### config.mk
export PLATFORM = sky130hd
export DESIGN_NAME = tt_ingress_guard
export DESIGN_NICKNAME = d
export VERILOG_FILES = /design/src/rtl/tt_guard_pkg.sv /design/src/rtl/tt_hdr_parse.sv /design/src/rtl/tt_vl_table.sv /design/src/rtl/tt_sat_ctr.sv /design/src/rtl/tt_ingress_guard.sv
export SDC_FILE = /design/constraint.sdc
export NUM_CORES = 2
export LEC_CHECK = 0
export BUFFER_PORTS_ARGS = -buffer_cell sky130_fd_sc_hd__buf_4
export CAP_MARGIN = 20
export CORE_MARGIN = 2
export CORE_UTILIZATION = 45
export CTS_CLUSTER_SIZE = 40
export DETAILED_ROUTE_END_ITERATION = 16
export HOLD_SLACK_MARGIN = 0.08
export PLACE_DENSITY = 0.67
export SYNTH_ARGS = -nofsm -noshare
export SYNTH_HDL_FRONTEND = slang
export SYNTH_SLANG_ARGS = --single-unit
### constraint.sdc
create_clock -name clk -period 13.5 [get_ports clk]
set_input_delay 2.7 -clock clk [delete_from_list [all_inputs] [get_ports clk]]
set_output_delay 2.7 -clock clk [all_outputs]
set_load 0.02 [all_outputs]
### src/rtl/tt_guard_pkg.sv
package tt_guard_pkg;

  localparam int CTR_WIN = 0;
  localparam int CTR_UNK = 1;
  localparam int NUM_CTR = 2;

  typedef enum logic [1:0] {
    VERD_FWD_BE  = 2'd0,
    VERD_FWD_TT  = 2'd1,
    VERD_DROP_WIN = 2'd2,
    VERD_DROP_UNK = 2'd3
  } verdict_e;

endpackage

### src/rtl/tt_hdr_parse.sv
module tt_hdr_parse #(
  parameter int MARK_W = 32,
  parameter int LINK_W = 16,
  parameter int TIME_W = 32
) (
  input  logic              clk,
  input  logic              rst,
  input  logic              rx_valid,
  input  logic              rx_sof,
  input  logic              rx_eof,
  input  logic [7:0]        rx_data,
  input  logic [TIME_W-1:0] now_ticks,
  output logic              hdr_done,
  output logic              hdr_runt,
  output logic              hdr_sof,
  output logic [MARK_W-1:0] hdr_marker,
  output logic [LINK_W-1:0] hdr_link,
  output logic [TIME_W-1:0] arr_time
);

  localparam int HDR_BYTES = (MARK_W + LINK_W) / 8;
  localparam int SR_W      = MARK_W + LINK_W - 8;
  localparam int IDX_W     = $clog2(HDR_BYTES + 1);
  localparam logic [IDX_W-1:0] LAST_IDX = IDX_W'(HDR_BYTES - 1);
  localparam logic [IDX_W-1:0] DONE_IDX = IDX_W'(HDR_BYTES);

  logic [IDX_W-1:0]  idx_q;
  logic              active_q;
  logic [SR_W-1:0]   hdr_sr;
  logic [TIME_W-1:0] ts_q;

  // byte counter, header shift register and arrival timestamp
  always_ff @(posedge clk) begin
    if (rst) begin
      idx_q    <= '0;
      active_q <= 1'b0;
      hdr_sr   <= '0;
      ts_q     <= '0;
    end else if (rx_valid) begin
      if (rx_sof) begin
        ts_q     <= now_ticks;
        hdr_sr   <= {{(SR_W-8){1'b0}}, rx_data};
        idx_q    <= IDX_W'(1);
        active_q <= !rx_eof;
      end else if (active_q) begin
        hdr_sr <= {hdr_sr[SR_W-9:0], rx_data};
        idx_q  <= idx_q + IDX_W'(1);
        if (rx_eof || idx_q == LAST_IDX) active_q <= 1'b0;
      end
    end
  end

  assign hdr_sof  = rx_valid && rx_sof;
  assign hdr_done = rx_valid && !rx_sof && active_q && (idx_q == LAST_IDX);
  assign hdr_runt = rx_valid && rx_eof &&
                    (rx_sof || (active_q && (idx_q < LAST_IDX)));
  assign {hdr_marker, hdr_link} = {hdr_sr, rx_data};
  assign arr_time = ts_q;


  idx_range_chk: assert property (@(posedge clk) disable iff (rst)
    idx_q <= DONE_IDX);


  hdr_close_chk: assert property (@(posedge clk) disable iff (rst)
    hdr_done |=> !active_q);


  runt_excl_chk: assert property (@(posedge clk) disable iff (rst)
    !(hdr_done && hdr_runt));

endmodule

### src/rtl/tt_vl_table.sv
module tt_vl_table #(
  parameter int ENTRIES = 16,
  parameter int LINK_W  = 16,
  parameter int TIME_W  = 32,
  localparam int IDX_W  = $clog2(ENTRIES)
) (
  input  logic              clk,
  input  logic              rst,
  input  logic              cfg_we,
  input  logic [IDX_W-1:0]  cfg_idx,
  input  logic              cfg_vld,
  input  logic [LINK_W-1:0] cfg_link,
  input  logic [TIME_W-1:0] cfg_start,
  input  logic [TIME_W-1:0] cfg_end,
  input  logic [LINK_W-1:0] q_link,
  input  logic [TIME_W-1:0] q_time,
  output logic              q_found,
  output logic              q_in_win
);

  logic [ENTRIES-1:0] vld_q;
  logic [LINK_W-1:0]  link_q  [ENTRIES];
  logic [TIME_W-1:0]  start_q [ENTRIES];
  logic [TIME_W-1:0]  end_q   [ENTRIES];
  logic [ENTRIES-1:0] hit;
  logic [ENTRIES-1:0] inwin;

  always_ff @(posedge clk) begin
    if (rst)         vld_q <= '0;
    else if (cfg_we) vld_q[cfg_idx] <= cfg_vld;
  end

  always_ff @(posedge clk) begin
    if (cfg_we) begin
      link_q[cfg_idx]  <= cfg_link;
      start_q[cfg_idx] <= cfg_start;
      end_q[cfg_idx]   <= cfg_end;
    end
  end

  for (genvar e = 0; e < ENTRIES; e++) begin : g_cmp
    assign hit[e]   = vld_q[e] && (link_q[e] == q_link);
    assign inwin[e] = (q_time >= start_q[e]) && (q_time <= end_q[e]);
  end

  // lowest matching index wins
  always_comb begin
    q_found  = 1'b0;
    q_in_win = 1'b0;
    for (int e = ENTRIES - 1; e >= 0; e--) begin
      if (hit[e]) begin
        q_found  = 1'b1;
        q_in_win = inwin[e];
      end
    end
  end


  cfg_apply_chk: assert property (@(posedge clk) disable iff (rst)
    cfg_we |=> (vld_q[$past(cfg_idx)] == $past(cfg_vld)));


  cfg_quiet_chk: assert property (@(posedge clk) disable iff (rst)
    !cfg_we |=> $stable(vld_q));

endmodule

### src/rtl/tt_sat_ctr.sv
module tt_sat_ctr #(
  parameter int W = 16
) (
  input  logic         clk,
  input  logic         rst,
  input  logic         inc,
  output logic [W-1:0] cnt
);

  localparam logic [W-1:0] MAX = {W{1'b1}};

  always_ff @(posedge clk) begin
    if (rst)                     cnt <= '0;
    else if (inc && cnt != MAX)  cnt <= cnt + W'(1);
  end


  sat_hold_chk: assert property (@(posedge clk) disable iff (rst)
    (cnt == MAX) |=> (cnt == MAX));


  ctr_cause_chk: assert property (@(posedge clk) disable iff (rst)
    (cnt != $past(cnt)) |-> $past(inc));

endmodule

### src/rtl/tt_ingress_guard.sv
module tt_ingress_guard
  import tt_guard_pkg::*;
#(
  parameter int ENTRIES = 16,
  parameter int MARK_W  = 32,
  parameter int LINK_W  = 16,
  parameter int TIME_W  = 32,
  parameter int CNT_W   = 16,
  localparam int IDX_W  = $clog2(ENTRIES)
) (
  input  logic              clk,
  input  logic              rst,
  input  logic              rx_valid,
  input  logic              rx_sof,
  input  logic              rx_eof,
  input  logic [7:0]        rx_data,
  input  logic [TIME_W-1:0] now_ticks,
  input  logic [MARK_W-1:0] cluster_marker,
  input  logic              cfg_we,
  input  logic [IDX_W-1:0]  cfg_idx,
  input  logic              cfg_vld,
  input  logic [LINK_W-1:0] cfg_link,
  input  logic [TIME_W-1:0] cfg_start,
  input  logic [TIME_W-1:0] cfg_end,
  output logic              dec_valid,
  output logic              dec_pass,
  output logic              dec_drop,
  output logic              dec_class,
  output logic              dec_runt,
  output logic [CNT_W-1:0]  drop_window_cnt,
  output logic [CNT_W-1:0]  drop_unknown_cnt
);

  logic              hdr_done, hdr_runt, hdr_sof;
  logic [MARK_W-1:0] hdr_marker;
  logic [LINK_W-1:0] hdr_link;
  logic [TIME_W-1:0] arr_time;
  logic              q_found, q_in_win;
  verdict_e          verdict;
  logic [NUM_CTR-1:0] cnt_inc;
  logic [CNT_W-1:0]   cnt_val [NUM_CTR];

  tt_hdr_parse #(.MARK_W(MARK_W), .LINK_W(LINK_W), .TIME_W(TIME_W)) u_parse (
    .clk(clk), .rst(rst), .rx_valid(rx_valid), .rx_sof(rx_sof), .rx_eof(rx_eof),
    .rx_data(rx_data), .now_ticks(now_ticks), .hdr_done(hdr_done),
    .hdr_runt(hdr_runt), .hdr_sof(hdr_sof), .hdr_marker(hdr_marker),
    .hdr_link(hdr_link), .arr_time(arr_time)
  );

  tt_vl_table #(.ENTRIES(ENTRIES), .LINK_W(LINK_W), .TIME_W(TIME_W)) u_table (
    .clk(clk), .rst(rst), .cfg_we(cfg_we), .cfg_idx(cfg_idx), .cfg_vld(cfg_vld),
    .cfg_link(cfg_link), .cfg_start(cfg_start), .cfg_end(cfg_end),
    .q_link(hdr_link), .q_time(arr_time), .q_found(q_found), .q_in_win(q_in_win)
  );

  always_comb begin
    if (hdr_marker != cluster_marker) verdict = VERD_FWD_BE;
    else if (!q_found)                verdict = VERD_DROP_UNK;
    else if (!q_in_win)               verdict = VERD_DROP_WIN;
    else                              verdict = VERD_FWD_TT;
  end

  always_comb begin
    cnt_inc          = '0;
    cnt_inc[CTR_WIN] = hdr_done && (verdict == VERD_DROP_WIN);
    cnt_inc[CTR_UNK] = hdr_done && (verdict == VERD_DROP_UNK);
  end

  for (genvar c = 0; c < NUM_CTR; c++) begin : g_ctr
    tt_sat_ctr #(.W(CNT_W)) u_ctr (
      .clk(clk), .rst(rst), .inc(cnt_inc[c]), .cnt(cnt_val[c])
    );
  end

  assign drop_window_cnt  = cnt_val[CTR_WIN];
  assign drop_unknown_cnt = cnt_val[CTR_UNK];

  always_ff @(posedge clk) begin
    if (rst) begin
      dec_valid <= 1'b0;
      dec_pass  <= 1'b0;
      dec_drop  <= 1'b0;
      dec_class <= 1'b0;
      dec_runt  <= 1'b0;
    end else begin
      dec_valid <= 1'b0;
      if (hdr_runt) begin
        dec_valid <= 1'b1;
        dec_pass  <= 1'b0;
        dec_drop  <= 1'b1;
        dec_class <= 1'b0;
        dec_runt  <= 1'b1;
      end else if (hdr_done) begin
        dec_valid <= 1'b1;
        dec_pass  <= (verdict == VERD_FWD_BE) || (verdict == VERD_FWD_TT);
        dec_drop  <= (verdict == VERD_DROP_WIN) || (verdict == VERD_DROP_UNK);
        dec_class <= (verdict != VERD_FWD_BE);
        dec_runt  <= 1'b0;
      end else if (hdr_sof) begin
        dec_pass  <= 1'b0;
        dec_drop  <= 1'b0;
        dec_class <= 1'b0;
        dec_runt  <= 1'b0;
      end
    end
  end


  pass_drop_excl_chk: assert property (@(posedge clk) disable iff (rst)
    dec_valid |-> (dec_pass ^ dec_drop));


  hold_chk: assert property (@(posedge clk) disable iff (rst)
    (!dec_valid && !$past(rx_valid && rx_sof)) |->
      ($stable(dec_pass) && $stable(dec_drop) && $stable(dec_class)));


  strobe_cause_chk: assert property (@(posedge clk) disable iff (rst)
    dec_valid |-> $past(rx_valid));


  runt_drop_chk: assert property (@(posedge clk) disable iff (rst)
    dec_runt |-> (dec_drop && !dec_pass && !dec_class));


  ctr_single_chk: assert property (@(posedge clk) disable iff (rst)
    $countones(cnt_inc) <= 1);

endmodule

# After elaboration in Yosys (flattened, before gate mapping)
# Memories as Yosys holds them, arrays and structs flattened.
# Index checks and enable logic that the tools add are counted.
# word_totals
register_bits	129
ramBits	1280
inputBits	163
out_inout_bits	37
elab_cells	190
memories	3
# memory_table
name	depth	width	read_ports	rd_ports_with_merged_regs	write_ports	line_no	text
u_table.end_q	16	32	16	0	1	tt_vl_table.sv:24	logic [TIME_W-1:0] end_q [ENTRIES];
u_table.start_q	16	32	16	0	1	tt_vl_table.sv:23	logic [TIME_W-1:0] start_q [ENTRIES];
u_table.link_q	16	16	16	0	1	tt_vl_table.sv:22	logic [LINK_W-1:0] link_q [ENTRIES];
# op_classes
n_addsub	3
order_cmp	35
n_eq_ne	23
mux	56
n_reduce_logical	58
# ops
operator	n
$ge 32x32->1	16
$le 32x32->1	16
$eq 16x16->1	16
$mux 40	2
$mux 1	47
$logic_and 1x1->1	44
$add 16x1->16 const B	2
$ne 16x16->1 const B	2
$ne 32x32->1	1
$bwmux 16	1
$mux 2	3
$mux 3	2
$reduce_bool 2->1	3
$lt 4x5->1 const B	1
$demux 1 s4	1
$eq 2x2->1 const B	2
$ge 4x1->1 const B	1
$logic_or 1x1->1	4
$reduce_and 2->1	2
$add 3x1->3 const B	1
$eq 3x3->1 const B	1
$lt 3x3->1 const B	1
$reduce_bool 3->1	1
$eq 2x1->1 const B	1
3 further kinds	4

# Logic depth before layout (Yosys ltp)
# depth
depth_word	25
mapped_depth	15
mapped_depth_nobuf	14

# Cells and area by module
# A second synthesis with hierarchy kept.
# unflattened
hier_cells	5890
area_unflattened_um2	72701.0
# modules_own_cells
module	instances	cells_each	area_each_um2
tt_vl_table	1	5311	67767.5
tt_hdr_parse	1	316	2701.3
tt_sat_ctr	2	99	848.3
tt_ingress_guard	1	65	535.5

# Worst setup path before layout
# Ideal clock, no wire load.
# synth_path
path_type	input to register
start	in cfg_idx[2]
end	reg u_table.vld_q[0]
setup_time_ns	0.128
arrival_ns	9.385
t_required_ns	13.372
path_slack_ns	3.987
path_stages	5
cell_sequence	or3b_2 clkbuf_1 nor3_1 mux2i_1 nor2_1
# synth_via
elab_chain_cells	5
word_cells_on_any_way	6
# synth_lines
element	line_no	text
start: declaration	tt_ingress_guard.sv:20	input logic [IDX_W-1:0] cfg_idx,
$lt 4x5->1 (not written as such) / $ge 4x1->1 (equally long branches)	tt_vl_table.sv:30	else if (cfg_we) vld_q[cfg_idx] <= cfg_vld;
$logic_and 1x1->1 (not written as such)	tt_vl_table.sv:30	
$mux 1 (not written as such)	tt_vl_table.sv:30	
$demux 1 s4 *	-	
$bwmux 16 *	tt_vl_table.sv:30	
end signal: indexed assignment	tt_vl_table.sv:30	
end: declaration	tt_vl_table.sv:21	logic [ENTRIES-1:0] vld_q;
# Mark *: on every way between the ends. The rest lies on a longest branch, timed or not.
# A chain may end at the register's enable or synchronous reset.

# Worst setup path after layout
# layout_path
start	in rx_data[0]
end	reg g_ctr[0].u_ctr.cnt[9]
# layout_via
elab_chain_cells	24
word_cells_on_any_way	70
# layout_lines
element	line_no	text
start: declaration	tt_ingress_guard.sv:16	input logic [7:0] rx_data,
$eq 16x16->1	tt_vl_table.sv:42	assign hit[e] = vld_q[e] && (link_q[e] == q_link);
$logic_and 1x1->1	tt_vl_table.sv:42	
$mux 1 (16 in a row)	tt_vl_table.sv:51	if (hit[e]) begin
$mux 2	tt_ingress_guard.sv:59	else if (!q_in_win) verdict = VERD_DROP_WIN;
$mux 2 *	tt_ingress_guard.sv:58	else if (!q_found) verdict = VERD_DROP_UNK;
$mux 2 *	tt_ingress_guard.sv:57	if (hdr_marker != cluster_marker) verdict = VERD_FWD_BE;
$eq 2x2->1 *	tt_ingress_guard.sv:65	cnt_inc[CTR_WIN] = hdr_done && (verdict == VERD_DROP_WIN);
$logic_and 1x1->1 *	tt_ingress_guard.sv:65	
$logic_and 1x1->1 *	tt_sat_ctr.sv:14	else if (inc && cnt != MAX) cnt <= cnt + W'(1);
end signal: assignment	tt_sat_ctr.sv:14	
end: declaration	tt_sat_ctr.sv:7	output logic [W-1:0] cnt
# Marks and branches as above.

==> results_dict.tcl <==
set metrics [dict create \
    grt_overflow 0 \
    crit_chain "buf_4, xnor2_1, nand2_1, nor4b_1, or4b_2, nor2b_1, and4b_1, a311oi_1, a41oi_1, or4_1, a21oi_1" \
    crit_type "primary input to flip-flop" \
    clock_latency_ns 0.83 \
    setup_tns_ns 0 \
    die_area_um2 168000 \
    maxCapViolCount 0 \
    htreeDepth 4 \
    gr-usage-all-layers 0.257 \
    syn_area_um2 74100 \
    cts_setup_buffers 0 \
    cts.path.max_buffers 3 \
    pin_slew_with_the_least_headroom_to_its_limit_ns 1.23 \
    crit_path_top_delay_cell "a311oi_1" \
    ant_nets 0 \
    drt_first_pass_iters 6 \
    fmax_mhz 160 \
    wire_per_inst_um 24.6 \
    drt-vias-per-instance 5.75 \
    tritoncts.num_buffers 156 \
    critical_path_required_ns 14.22 \
    clk_pin_slew_worst_paths_ns 0.06 \
    synthesis.yosys.warnings 0 \
    drv_slew 0 \
    count_of_filler_cells_inserted_in_the_layout 13900 \
    critPathMaxFanout 17 \
    postSynth.topFlopCell "edfxtp_1" \
    core_area_um2 163000 \
    synth.ff_latch_count 1409 \
    post_synth_inst_count 6147 \
    num_vias 50700 \
    worst_setup_path_end_kind "flip-flop" \
    tritoncts "built" \
    die_w_um 410 \
    final_period_minus_worst_setup_slack_ns 6.25 \
    worstHoldPathType "flip-flop to flip-flop" \
    p_leak_nw 36.4 \
    grt_pass1_vias 50200 \
    reg2regPathDepth 14 \
    setup.worst_path.start_class "primary input" \
    post_layout_power_mw 9.86 \
    max-vdd-ir-drop_mv 0.140 \
    detailedRoute.firstIterationViolations 4601 \
    number_of_antenna_violations_at_the_first_check_in_global_routing 9 \
    fin_nets 7711 \
    cts.hold.buffers_added 0 \
    maximum_number_of_pins_on_one_net_before_global_route_repair 77 \
    critical-path-max-stage-delay_ns 0.76 \
    gp_congestion 0.933 \
    arrival_worst_endpoint_ns 6.97 \
    die_y_um 410 \
    ys_seq_area_frac 0.554 \
    setup.worst_path.end "g_ctr[0].u_ctr.cnt[9]" \
    layout-drive-gt1-share 0.0892 \
    synth-edff-count 1280 \
    resized_after_cts 0 \
    synthesis.area_per_instance_um2 12.0 \
    clockRootBuffer "clkbuf_16" \
    netlist-cell-type-count 75 \
    timing.rr.end "g_ctr[0].u_ctr.cnt[9]" \
    synth-async-reset-ratio 0 \
    rows 148 \
    synth_nets 7338 \
    floorplan.initialDensity 0.454 \
    pwr_density_cell_nw_per_um2 118 \
    pin_count 200 \
    area_growth_syn_to_layout_pct 13.2 \
    place_hpwl_um 143000 \
    maxSlewHeadroom 0.170 \
    post-route-drc-count 0 \
    wirelength_um 217000 \
    cp-startpoint "rx_data[0]" \
    fin_worst_skew_ns 0.0476 \
    ff_to_ff_setup_slack_ns 7.67 \
    portBuffers 199 \
    grt_pass1_wl_um 319000 \
    status "finished clean" \
    worst_r2r_startpoint "u_parse.arr_time[19]" \
    final_hold_viol_count 0 \
    grt_setup_unrepaired "false" \
    final-setup-viol-count 0 \
    period_share 0.463 \
    cts_sinks 1409 \
]
==> registers in the layout (all words and copies together) (netlist names), 3 cells and up <==
register          cells
u_parse.idx_q         3
u_table.vld_q        16
u_parse.hdr_sr       40
u_table.link_q      256
u_table.start_q     512
g_ctr.u_ctr.cnt      32
u_parse.arr_time     32
u_table.end_q       512
==> critical path, delay by kind of cell <==
| kind | cells | cell delay, ns |
|---|---|---|
| xor gates and xnor gates | 1 | 0.22 |
| buffers and inverters | 1 | 0.37 |
| AOI/OAI and AO/OA | 3 | 1.63 |
| and+or+nand+nor | 6 | 2.06 |
==> synthesized netlist by cell type (17+ instances only) <==
master | number | share of area
nand2b_1 | 43 | 0.0036
o21ai_0 | 205 | 0.014
a22oi_1 | 37 | 0.0038
and3_1 | 17 | 0.0014
buf_2 | 23 | 0.0016
o31ai_1 | 20 | 0.0020
o211ai_1 | 35 | 0.0035
o21a_1 | 40 | 0.0041
a21o_1 | 155 | 0.016
nor2b_1 | 40 | 0.0034
nor4b_1 | 17 | 0.0020
a211oi_1 | 64 | 0.0065
nand3_1 | 107 | 0.0072
inv_1 | 1026 | 0.052
nor2_1 | 243 | 0.012
a21oi_1 | 332 | 0.022
dfxtp_1 | 129 | 0.035
xnor2_1 | 140 | 0.017
edfxtp_1 | 1280 | 0.52
a2111oi_0 | 21 | 0.0025
xor2_1 | 152 | 0.018
nand4_1 | 220 | 0.019
or4_1 | 24 | 0.0024
a31oi_1 | 19 | 0.0016
ha_1 | 1028 | 0.17
clkbuf_1 | 37 | 0.0019
nor3_1 | 64 | 0.0043
nand2_1 | 296 | 0.015
nor4_1 | 98 | 0.0083
==> report_power, final <==
| part | internal, mW | switching, mW | total, mW | leakage [nW] |
|---|---|---|---|---|
| combinational | 0.255 | 0.524 | 0.779 | 21.4 |
| clock | 2.37 | 1.82 | 4.19 | 2.45 |
| sequential | 4.85 | 0.0512 | 4.90 | 12.6 |
| total | 7.47 | 2.39 | 9.86 | 36.4 |
==> cells in the final DEF, fill, tap and decap left out, types with 43 or more instances in the layout <==
cell type	n
a211oi_1	64
nor4_1	97
xor2_1	152
ha_1	1028
buf_4	279
nand3_1	107
edfxtp_1	1280
a21oi_1	332
nand4_1	220
nor2_1	231
nor3_1	60
nand2_1	295
o21ai_0	204
inv_1	1026
clkbuf_16	157
xnor2_1	140
dfxtp_1	98
a21o_1	155
nand2b_1	43
==> how the worst min path moves through the flow <==
stage                              startpoint                  end  slack [ns]  cells past startpoint
after floorplan           u_parse.arr_time[0]  u_parse.arr_time[0]        0.44                      2
after CTS                 u_parse.arr_time[0]  u_parse.arr_time[0]        0.46                      2
final                     u_parse.arr_time[0]  u_parse.arr_time[0]        0.46                      2
after global routing                dec_class            dec_class        0.50                      2
after detailed placement  u_parse.arr_time[0]  u_parse.arr_time[0]        0.45                      2
after global placement    u_parse.arr_time[0]  u_parse.arr_time[0]        0.45                      2
==> routing by layer <==
| layer | track usage | vias up | part of all wire |
|---|---|---|---|
| li1 | - | 23200 | - |
| met1 | 0.341 | 25200 | 0.42 |
| met2 | 0.423 | 1916 | 0.46 |
| met3 | 0.0386 | 444 | 0.076 |
| met4 | 0.104 | 0 | 0.043 |
| met5 | 0 | - | 0 |
==> kinds of logic after synthesis <==
| group | synth area share |
|---|---|
| compound gates | 0.0904 |
| xor+xnor | 0.0358 |
| fa+ha+maj | 0.174 |
| buf+inv | 0.0567 |
| flops | 0.554 |
| mux | 0.00159 |
| simple gates | 0.0880 |
==> final cells by class <==
type,count,area (µm²),share of cell area
Clock buffer,199,4150,0.0495
Tap cell,2175,2720,0.0325
Clock inverter,88,852,0.0102
Sequential cell,1409,41100,0.490
Antenna cell,4,10.0,0.000119
Inverter,1026,3850,0.0459
Multi-Input combinational cell,3641,29000,0.346
Timing Repair Buffer,286,2200,0.0262
==> per-stage QoR <==
step	util	area, µm²	hold WS, ns	worst slack [ns]	std cells
floorplan	-	74100	0.436	3.99	6147
global placement	0.482	78700	0.451	6.53	8528
detailed placement	0.483	78800	0.454	6.57	8534
CTS	0.513	83800	0.462	7.41	8821
global route	0.514	83800	0.500	7.08	8824
finish	0.514	83800	0.459	7.25	8828
No activity file was read; power rests on OpenSTA's default activity.
